[src/rtl/setdir_pkg.sv]
package setdir_pkg;
  localparam int unsigned SET_CNT = 4;
  localparam int unsigned SET_W   = 2;
  localparam int unsigned RND_W   = 16;
  localparam logic [15:0] RND_SEED = 16'hACE1;

  typedef enum logic [1:0] {
    POL_LRU  = 2'd0,
    POL_FIFO = 2'd1,
    POL_RAND = 2'd2,
    POL_LRU3 = 2'd3
  } repl_pol_e;
endpackage

[src/rtl/setdir_tags.sv]
module setdir_tags
  import setdir_pkg::*;
#(
  parameter int unsigned TAG_W = 12,
  parameter int unsigned WAYS  = 4,
  localparam int unsigned WAY_W = $clog2(WAYS)
) (
  input  logic             clk,
  input  logic             rst_n,
  input  logic             wr_en,
  input  logic [SET_W-1:0] wr_set,
  input  logic [WAY_W-1:0] wr_way,
  input  logic [TAG_W-1:0] wr_tag,
  input  logic [SET_W-1:0] rd_set,
  input  logic [TAG_W-1:0] rd_tag,
  output logic [WAYS-1:0]  rd_valid,
  output logic [WAYS-1:0]  rd_match
);
  logic [WAYS-1:0]  valid_q [SET_CNT];
  logic [WAYS-1:0]  valid_d [SET_CNT];
  logic [TAG_W-1:0] tag_q   [SET_CNT][WAYS];

  always_comb begin
    valid_d = valid_q;
    valid_d[wr_set][wr_way] = 1'b1;
  end

  always_ff @(posedge clk or negedge rst_n) begin
    if (!rst_n) begin
      for (int s = 0; s < int'(SET_CNT); s++) valid_q[s] <= '0;
    end else if (wr_en) begin
      valid_q <= valid_d;
    end
  end

  // Tag array carries no reset; valid bits qualify it.
  always_ff @(posedge clk) begin
    if (wr_en) tag_q[wr_set][wr_way] <= wr_tag;
  end

  // One comparator per way, only the indexed set is read.
  generate
    for (genvar w = 0; w < int'(WAYS); w++) begin : g_cmp
      assign rd_match[w] = valid_q[rd_set][w] && (tag_q[rd_set][w] == rd_tag);
    end
  endgenerate

  assign rd_valid = valid_q[rd_set];
endmodule

[src/rtl/setdir_lru.sv]
module setdir_lru
  import setdir_pkg::*;
#(
  parameter int unsigned WAYS = 4,
  localparam int unsigned WAY_W = $clog2(WAYS)
) (
  input  logic             clk,
  input  logic             rst_n,
  input  logic             touch_en,
  input  logic [SET_W-1:0] touch_set,
  input  logic [WAY_W-1:0] touch_way,
  input  logic [SET_W-1:0] rd_set,
  output logic [WAY_W-1:0] lru_way
);
  localparam logic [WAY_W-1:0] AGE_MAX = WAY_W'(WAYS - 1);

  // Age 0 is most recent, AGE_MAX is least recent; ages form a permutation.
  logic [WAY_W-1:0] age_q [SET_CNT][WAYS];
  logic [WAY_W-1:0] age_d [SET_CNT][WAYS];
  logic [WAY_W-1:0] ref_age;

  always_comb begin
    age_d   = age_q;
    ref_age = age_q[touch_set][touch_way];
    for (int w = 0; w < int'(WAYS); w++) begin
      if (age_q[touch_set][w] < ref_age) age_d[touch_set][w] = age_q[touch_set][w] + 1'b1;
    end
    age_d[touch_set][touch_way] = '0;
  end

  always_ff @(posedge clk or negedge rst_n) begin
    if (!rst_n) begin
      for (int s = 0; s < int'(SET_CNT); s++)
        for (int w = 0; w < int'(WAYS); w++)
          age_q[s][w] <= WAY_W'(int'(WAYS) - 1 - w);
    end else if (touch_en) begin
      age_q <= age_d;
    end
  end

  always_comb begin
    lru_way = '0;
    for (int w = 0; w < int'(WAYS); w++) begin
      if (age_q[rd_set][w] == AGE_MAX) lru_way = WAY_W'(w);
    end
  end
endmodule

[src/rtl/setdir_fifo.sv]
module setdir_fifo
  import setdir_pkg::*;
#(
  parameter int unsigned WAYS = 4,
  localparam int unsigned WAY_W = $clog2(WAYS)
) (
  input  logic             clk,
  input  logic             rst_n,
  input  logic             adv_en,
  input  logic [SET_W-1:0] adv_set,
  input  logic [SET_W-1:0] rd_set,
  output logic [WAY_W-1:0] fifo_way
);
  logic [WAY_W-1:0] ptr_q [SET_CNT];
  logic [WAY_W-1:0] ptr_d [SET_CNT];

  always_comb begin
    ptr_d = ptr_q;
    ptr_d[adv_set] = ptr_q[adv_set] + 1'b1;
  end

  always_ff @(posedge clk or negedge rst_n) begin
    if (!rst_n) begin
      for (int s = 0; s < int'(SET_CNT); s++) ptr_q[s] <= '0;
    end else if (adv_en) begin
      ptr_q <= ptr_d;
    end
  end

  assign fifo_way = ptr_q[rd_set];
endmodule

[src/rtl/setdir_lfsr.sv]
module setdir_lfsr
  import setdir_pkg::*;
(
  input  logic             clk,
  input  logic             rst_n,
  output logic [RND_W-1:0] rnd_q
);
  logic [RND_W-1:0] rnd_d;

  always_comb begin
    rnd_d = {rnd_q[RND_W-2:0], rnd_q[15] ^ rnd_q[13] ^ rnd_q[12] ^ rnd_q[10]};
  end

  always_ff @(posedge clk or negedge rst_n) begin
    if (!rst_n) rnd_q <= RND_SEED;
    else        rnd_q <= rnd_d;
  end
endmodule

[src/rtl/cache_set_dir.sv]
module cache_set_dir
  import setdir_pkg::*;
#(
  parameter int unsigned ADDR_W = 16,
  parameter int unsigned OFF_W  = 2,
  parameter int unsigned WAYS   = 4,
  localparam int unsigned WAY_W = $clog2(WAYS),
  localparam int unsigned TAG_W = ADDR_W - OFF_W - SET_W
) (
  input  logic              clk,
  input  logic              rst_n,
  input  logic              lk_valid,
  input  logic [ADDR_W-1:0] lk_addr,
  input  logic              fill_valid,
  input  logic [ADDR_W-1:0] fill_addr,
  input  logic [WAY_W-1:0]  fill_way,
  input  logic [1:0]        policy_sel,
  output logic              hit,
  output logic [WAY_W-1:0]  hit_way,
  output logic [WAY_W-1:0]  victim_way
);
  // Reset: asynchronous assert, release after two clock edges.
  logic [1:0] rst_pipe_q;
  logic       rst_sync_n;

  always_ff @(posedge clk or negedge rst_n) begin
    if (!rst_n) rst_pipe_q <= 2'b00;
    else        rst_pipe_q <= {rst_pipe_q[0], 1'b1};
  end
  assign rst_sync_n = rst_pipe_q[1];

  // Address split.
  logic [SET_W-1:0] lk_set, fill_set;
  logic [TAG_W-1:0] lk_tag, fill_tag;
  assign lk_set   = lk_addr[OFF_W +: SET_W];
  assign fill_set = fill_addr[OFF_W +: SET_W];
  assign lk_tag   = lk_addr[ADDR_W-1 -: TAG_W];
  assign fill_tag = fill_addr[ADDR_W-1 -: TAG_W];

  logic [WAYS-1:0]  set_valid, set_match;
  logic [WAY_W-1:0] lru_way, fifo_way, match_idx, free_idx;
  logic [RND_W-1:0] rnd_q;
  logic             touch_en;
  logic [SET_W-1:0] touch_set;
  logic [WAY_W-1:0] touch_way;
  repl_pol_e        pol;

  setdir_tags #(.TAG_W(TAG_W), .WAYS(WAYS)) u_tags (
    .clk      (clk),
    .rst_n    (rst_sync_n),
    .wr_en    (fill_valid),
    .wr_set   (fill_set),
    .wr_way   (fill_way),
    .wr_tag   (fill_tag),
    .rd_set   (lk_set),
    .rd_tag   (lk_tag),
    .rd_valid (set_valid),
    .rd_match (set_match)
  );

  // A fill owns the recency update in its cycle; otherwise a hit touches.
  assign touch_en  = fill_valid | hit;
  assign touch_set = fill_valid ? fill_set : lk_set;
  assign touch_way = fill_valid ? fill_way : hit_way;

  setdir_lru #(.WAYS(WAYS)) u_lru (
    .clk       (clk),
    .rst_n     (rst_sync_n),
    .touch_en  (touch_en),
    .touch_set (touch_set),
    .touch_way (touch_way),
    .rd_set    (lk_set),
    .lru_way   (lru_way)
  );

  setdir_fifo #(.WAYS(WAYS)) u_fifo (
    .clk      (clk),
    .rst_n    (rst_sync_n),
    .adv_en   (fill_valid),
    .adv_set  (fill_set),
    .rd_set   (lk_set),
    .fifo_way (fifo_way)
  );

  setdir_lfsr u_lfsr (
    .clk   (clk),
    .rst_n (rst_sync_n),
    .rnd_q (rnd_q)
  );

  // Lowest-index priority encoders for matches and free ways.
  always_comb begin
    match_idx = '0;
    free_idx  = '0;
    for (int w = int'(WAYS) - 1; w >= 0; w--) begin
      if (set_match[w])  match_idx = WAY_W'(w);
      if (!set_valid[w]) free_idx  = WAY_W'(w);
    end
  end

  assign hit     = lk_valid & (|set_match);
  assign hit_way = hit ? match_idx : '0;
  assign pol     = repl_pol_e'(policy_sel);

  always_comb begin
    if (!(&set_valid)) begin
      victim_way = free_idx;
    end else begin
      unique case (pol)
        POL_FIFO: victim_way = fifo_way;
        POL_RAND: victim_way = rnd_q[WAY_W-1:0];
        default:  victim_way = lru_way;
      endcase
    end
  end

  logic unused_bits;
  assign unused_bits = ^{lk_addr[OFF_W-1:0], fill_addr[OFF_W-1:0], rnd_q[RND_W-1:WAY_W]};
endmodule

[config.mk]
export PLATFORM = sky130hd
export DESIGN_NAME = cache_set_dir
export DESIGN_NICKNAME = d
export VERILOG_FILES = /design/src/rtl/setdir_pkg.sv /design/src/rtl/setdir_tags.sv /design/src/rtl/setdir_lru.sv /design/src/rtl/setdir_fifo.sv /design/src/rtl/setdir_lfsr.sv /design/src/rtl/cache_set_dir.sv
export SDC_FILE = /design/constraint.sdc
export NUM_CORES = 1
export LEC_CHECK = 0
export BUFFER_PORTS_ARGS = -buffer_cell sky130_fd_sc_hd__buf_4
export CAP_MARGIN = 20
export CORE_ASPECT_RATIO = 0.9
export CORE_MARGIN = 2
export CORE_UTILIZATION = 56
export DETAILED_ROUTE_END_ITERATION = 8
export PLACE_DENSITY_LB_ADDON = 0.25
export SLEW_MARGIN = 20
export SYNTH_ARGS = -nofsm -noshare
export SYNTH_HDL_FRONTEND = slang
export SYNTH_SLANG_ARGS = --single-unit
[constraint.sdc]
create_clock -name clk -period 3.4 [get_ports clk]
set_clock_uncertainty 0.1 [all_clocks]
set_input_delay 0.68 -clock clk [delete_from_list [all_inputs] [get_ports clk]]
set_output_delay 0.68 -clock clk [all_outputs]
set_load 0.01 [all_outputs]
==> metrics.md <==
| Metric | Value |
|---|---|
| Outcome | `finished with violations` |
| Failing checks | `negative setup slack` |
| Fin crit share | `1.152` |
| Remaining DRCs | `0` |
| Synth Area in Adders | `0.006234` |
| Crit path kind | `reg2reg` |
| Clk_lat worst skew | `0.54 ns` |
| Vias post-DR | `8,089` |
| Hold Vio Cnt, Final | `0` |
| Post-synthesis cell area | `12,040 um2` |
| GP Congestion | `0.9497` |
| Leak | `5.770 nW` |
| Die Wd | `158.6 um` |
| Final wirelength | `32.97 mm` |
| Largest net degree at the start of global routing | `40` |
| CTS Buf Count | `27` |
| First-iteration detailed-routing DRC count | `728` |
| DR WL/cell | `25.46 um` |
| Synth Area in Compound Gates | `0.08623` |
| Post-Synth Simple-Gate Area | `0.07938` |
| Most frequent cells in the layout | `edfxtp_1, buf_4, mux4_2, dfrtp_1, xnor2_1` |
| Critical Path Fanout Max | `8` |
| HP Start | `rst_pipe_q[0]` |
| Clock transition at path regs | `0.06 ns` |
| Max_cap viols | `0` |
| First-pass GRT wire length | `48.44 mm` |
| Vias/cell | `6.246` |
| Post-synthesis mux area share | `0.1198` |
| Worst reg2reg path depth | `16` |
| VDD IR max | `0.4908 mV` |
| Fin Setup TNS | `-15.05 ns` |
| Worst R2R Start | `u_tags.tag_q[3][8]` |
| Reg2Reg Capture Point | `u_lru.age_q[2]` |
| Relative slew slack | `0.4001` |
| ANT cells | `0` |
| GR Overflow Total | `0` |
| CTS root buf | `clkbuf_16` |
| Post-synthesis register bit count | `266` |
| Overall die height | `143.1 um` |
| Reg2Reg Setup Slack | `-0.52 ns` |
| Vias in the first global route | `8,142` |
| Cells after Synth | `777` |
| Detail Route Antenna Nets | `0` |
| Final setup margin | `-0.5175 ns` |
| Post-synthesis sequential area ratio | `0.6350` |
| CP endpoint kind | `flop` |
| Core area | `20,960 um2` |
| Tmin final | `3.918 ns` |
| Pre-CTS setup slack | `-1.344 ns` |
| Worst Path Required | `3.77 ns` |
| Max Clk Rate | `255.3 MHz` |
| Synth Net Count | `823` |
| Pre-Repair DR Iteration Count | `5` |
| Synth Area in XOR/XNOR | `0.05018` |
| Post-synth EDFFs | `192` |
| Overall Global Routing Usage | `0.2923` |
| Ys async rst share | `0.2782` |
| Die area | `22,700 um2` |
| Synthesized area per cell | `15.50 um2` |
| Power density over the cells | `611.0 nW/um2` |
| Layout cell share with drive strength beyond 1 | `0.4490` |
| I/O Buffers | `40` |
| IO Pins | `45` |
| Area Overhead vs Synth | `29.10%` |
| Top cell type's share of synthesized area | `0.4788` |
| Cell row count | `50` |
| RSZ-0062 raised after global routing | `yes` |
| Antenna violations before repair | `0` |
| Worst Max-Slew Pin Slew | `0.8999 ns` |
| Yosys warnings | `0` |
| Worst hold path class | `reg2reg` |
| Critical Path Source Type | `flop` |
| Unique cell type count in the Yosys netlist | `84` |
| Hold path endpoint | `rst_pipe_q[1]` |
| H-Tree Depth | `1` |
| Hold depth | `0` |
| Fin nets | `1,034` |
| TritonCTS clock tree | `built` |
| Final HPWL DP | `21.54 mm` |
| Final Slew Violations | `0` |
| Final setup viols | `35` |
| Starting density of the core | `0.5746` |
| Clock sinks | `266` |
| Post-synth top area cell | `edfxtp_1` |
| Synth top area cells | `edfxtp_1, dfrtp_1, mux4_2` |
| Commonest non-fill, non-tap cell in the layout | `edfxtp_1` |
| Largest family of logic cells by synthesized area | `multiplexers` |
| Clk buf depth | `3` |
| CP arrival | `4.29 ns` |
| Primary FF master, synth | `edfxtp_1` |
==> layer usage <==
metal  vias to the layer above  track usage  wire length (um)
met2                       405       0.4520             15430
li1                       3463            -                 -
met1                      4161       0.4292             13810
met4                         0      0.07871               876
met3                        60      0.05797              2857
met5                         -            0                 0
==> Yosys cell counts (all sizes together) (7+ instances only) <==
master and count:
edfxtp 192, xnor2 58, mux4 52, dfrtp 50
nand2 38, nand3 28, mux2i 26, dfstp 24
nor2 24, o21ai 22, or2 20, a21oi 19
clkbuf 19, buf 18, inv 17, o211ai 16
nor3 13, xor2 11, nand4 9, and3 7
==> cell type report <==
cell class,instances,area [um2]
tap,286,357.8
sequential,266,7649
clock inverter,21,176.4
inverter,17,63.81
multi-input combinational,457,4695
clock buffer,29,683.2
fill,1263,5410
timing repair buffer,219,1923
==> report_power, final <==
| group | leakage (nW) | switching (W) | internal [W] |
|---|---|---|---|
| logic | 2.77 | 0.00125 | 0.00125 |
| clock network | 0.424 | 0.00120 | 0.00167 |
| registers | 2.58 | 0.000271 | 0.00386 |
| total | 5.77 | 0.00272 | 0.00678 |
==> timing repair <==
item	4_1_cts	5_1_grt
hold buffers	1	0
setup endpoints to repair	37	37
pin swaps	26	28
cloned	2	1
buffers inserted	17	8
resized for setup	73	41
endpoints found under the hold margin	2	0
==> critical path, cell delays in order, from the launching register on <==
cell and delay (ns):
edfxtp_1 0.36, mux4_2 0.54, xnor2_2 0.21, nand4_1 0.20, or4b_4 0.57, a21oi_4 0.19, o211ai_1 0.13, nand2_1 0.16
nand2_1 0.08, nand3_2 0.08, o21ai_2 0.07, buf_6 0.14, ha_4 0.25, inv_2 0.03, a221o_2 0.40, nor4b_4 0.17
a21o_1 0.16
==> how the worst max path moves through the flow <==
stage | end | startpoint | cells after the start
after global routing | u_lru.age_q[15] | u_tags.tag_q[3][8] | 17
after detailed placement | u_lru.age_q[23] | lk_addr[2] | 18
final | u_lru.age_q[2] | u_tags.tag_q[3][8] | 16
after global placement | u_lru.age_q[18] | lk_addr[2] | 17
after floorplan | u_lru.age_q[23] | lk_addr[3] | 20
after CTS | u_lru.age_q[10] | u_tags.tag_q[3][8] | 16
==> kinds of logic (layout without fill, tap and decap cells) <==
group	after synthesis	count (layout)
AOI/OAI and AO/OA	128	128
xor gates and xnor gates	69	69
adders and majority gates	6	6
buffers and inverters	54	286
DFF	266	266
muxes	79	79
other	1	1
and+or+nand+nor	174	174
==> registers in the layout, summed over array words and instances, names as in the netlist <==
signal          cells
u_lru.age_q        32
u_fifo.ptr_q        8
u_lfsr.rnd_q       16
u_tags.tag_q      192
u_tags.valid_q     16
rst_pipe_q          2
==> metrics by stage <==
step	hold WS (ns)	instances	cell area, um2	util	total power [W]
floorplan	0.2312	777	12150	-	0.005423
global placement	0.2382	1217	13790	0.6579	0.006134
detailed placement	0.2372	1217	13790	0.6579	0.006242
CTS	0.2506	1286	15240	0.7270	0.009248
global route	0.2598	1295	15550	0.7419	0.009850
finish	0.2473	1295	15550	0.7419	0.009499
Power figures use the tool's default switching activity.
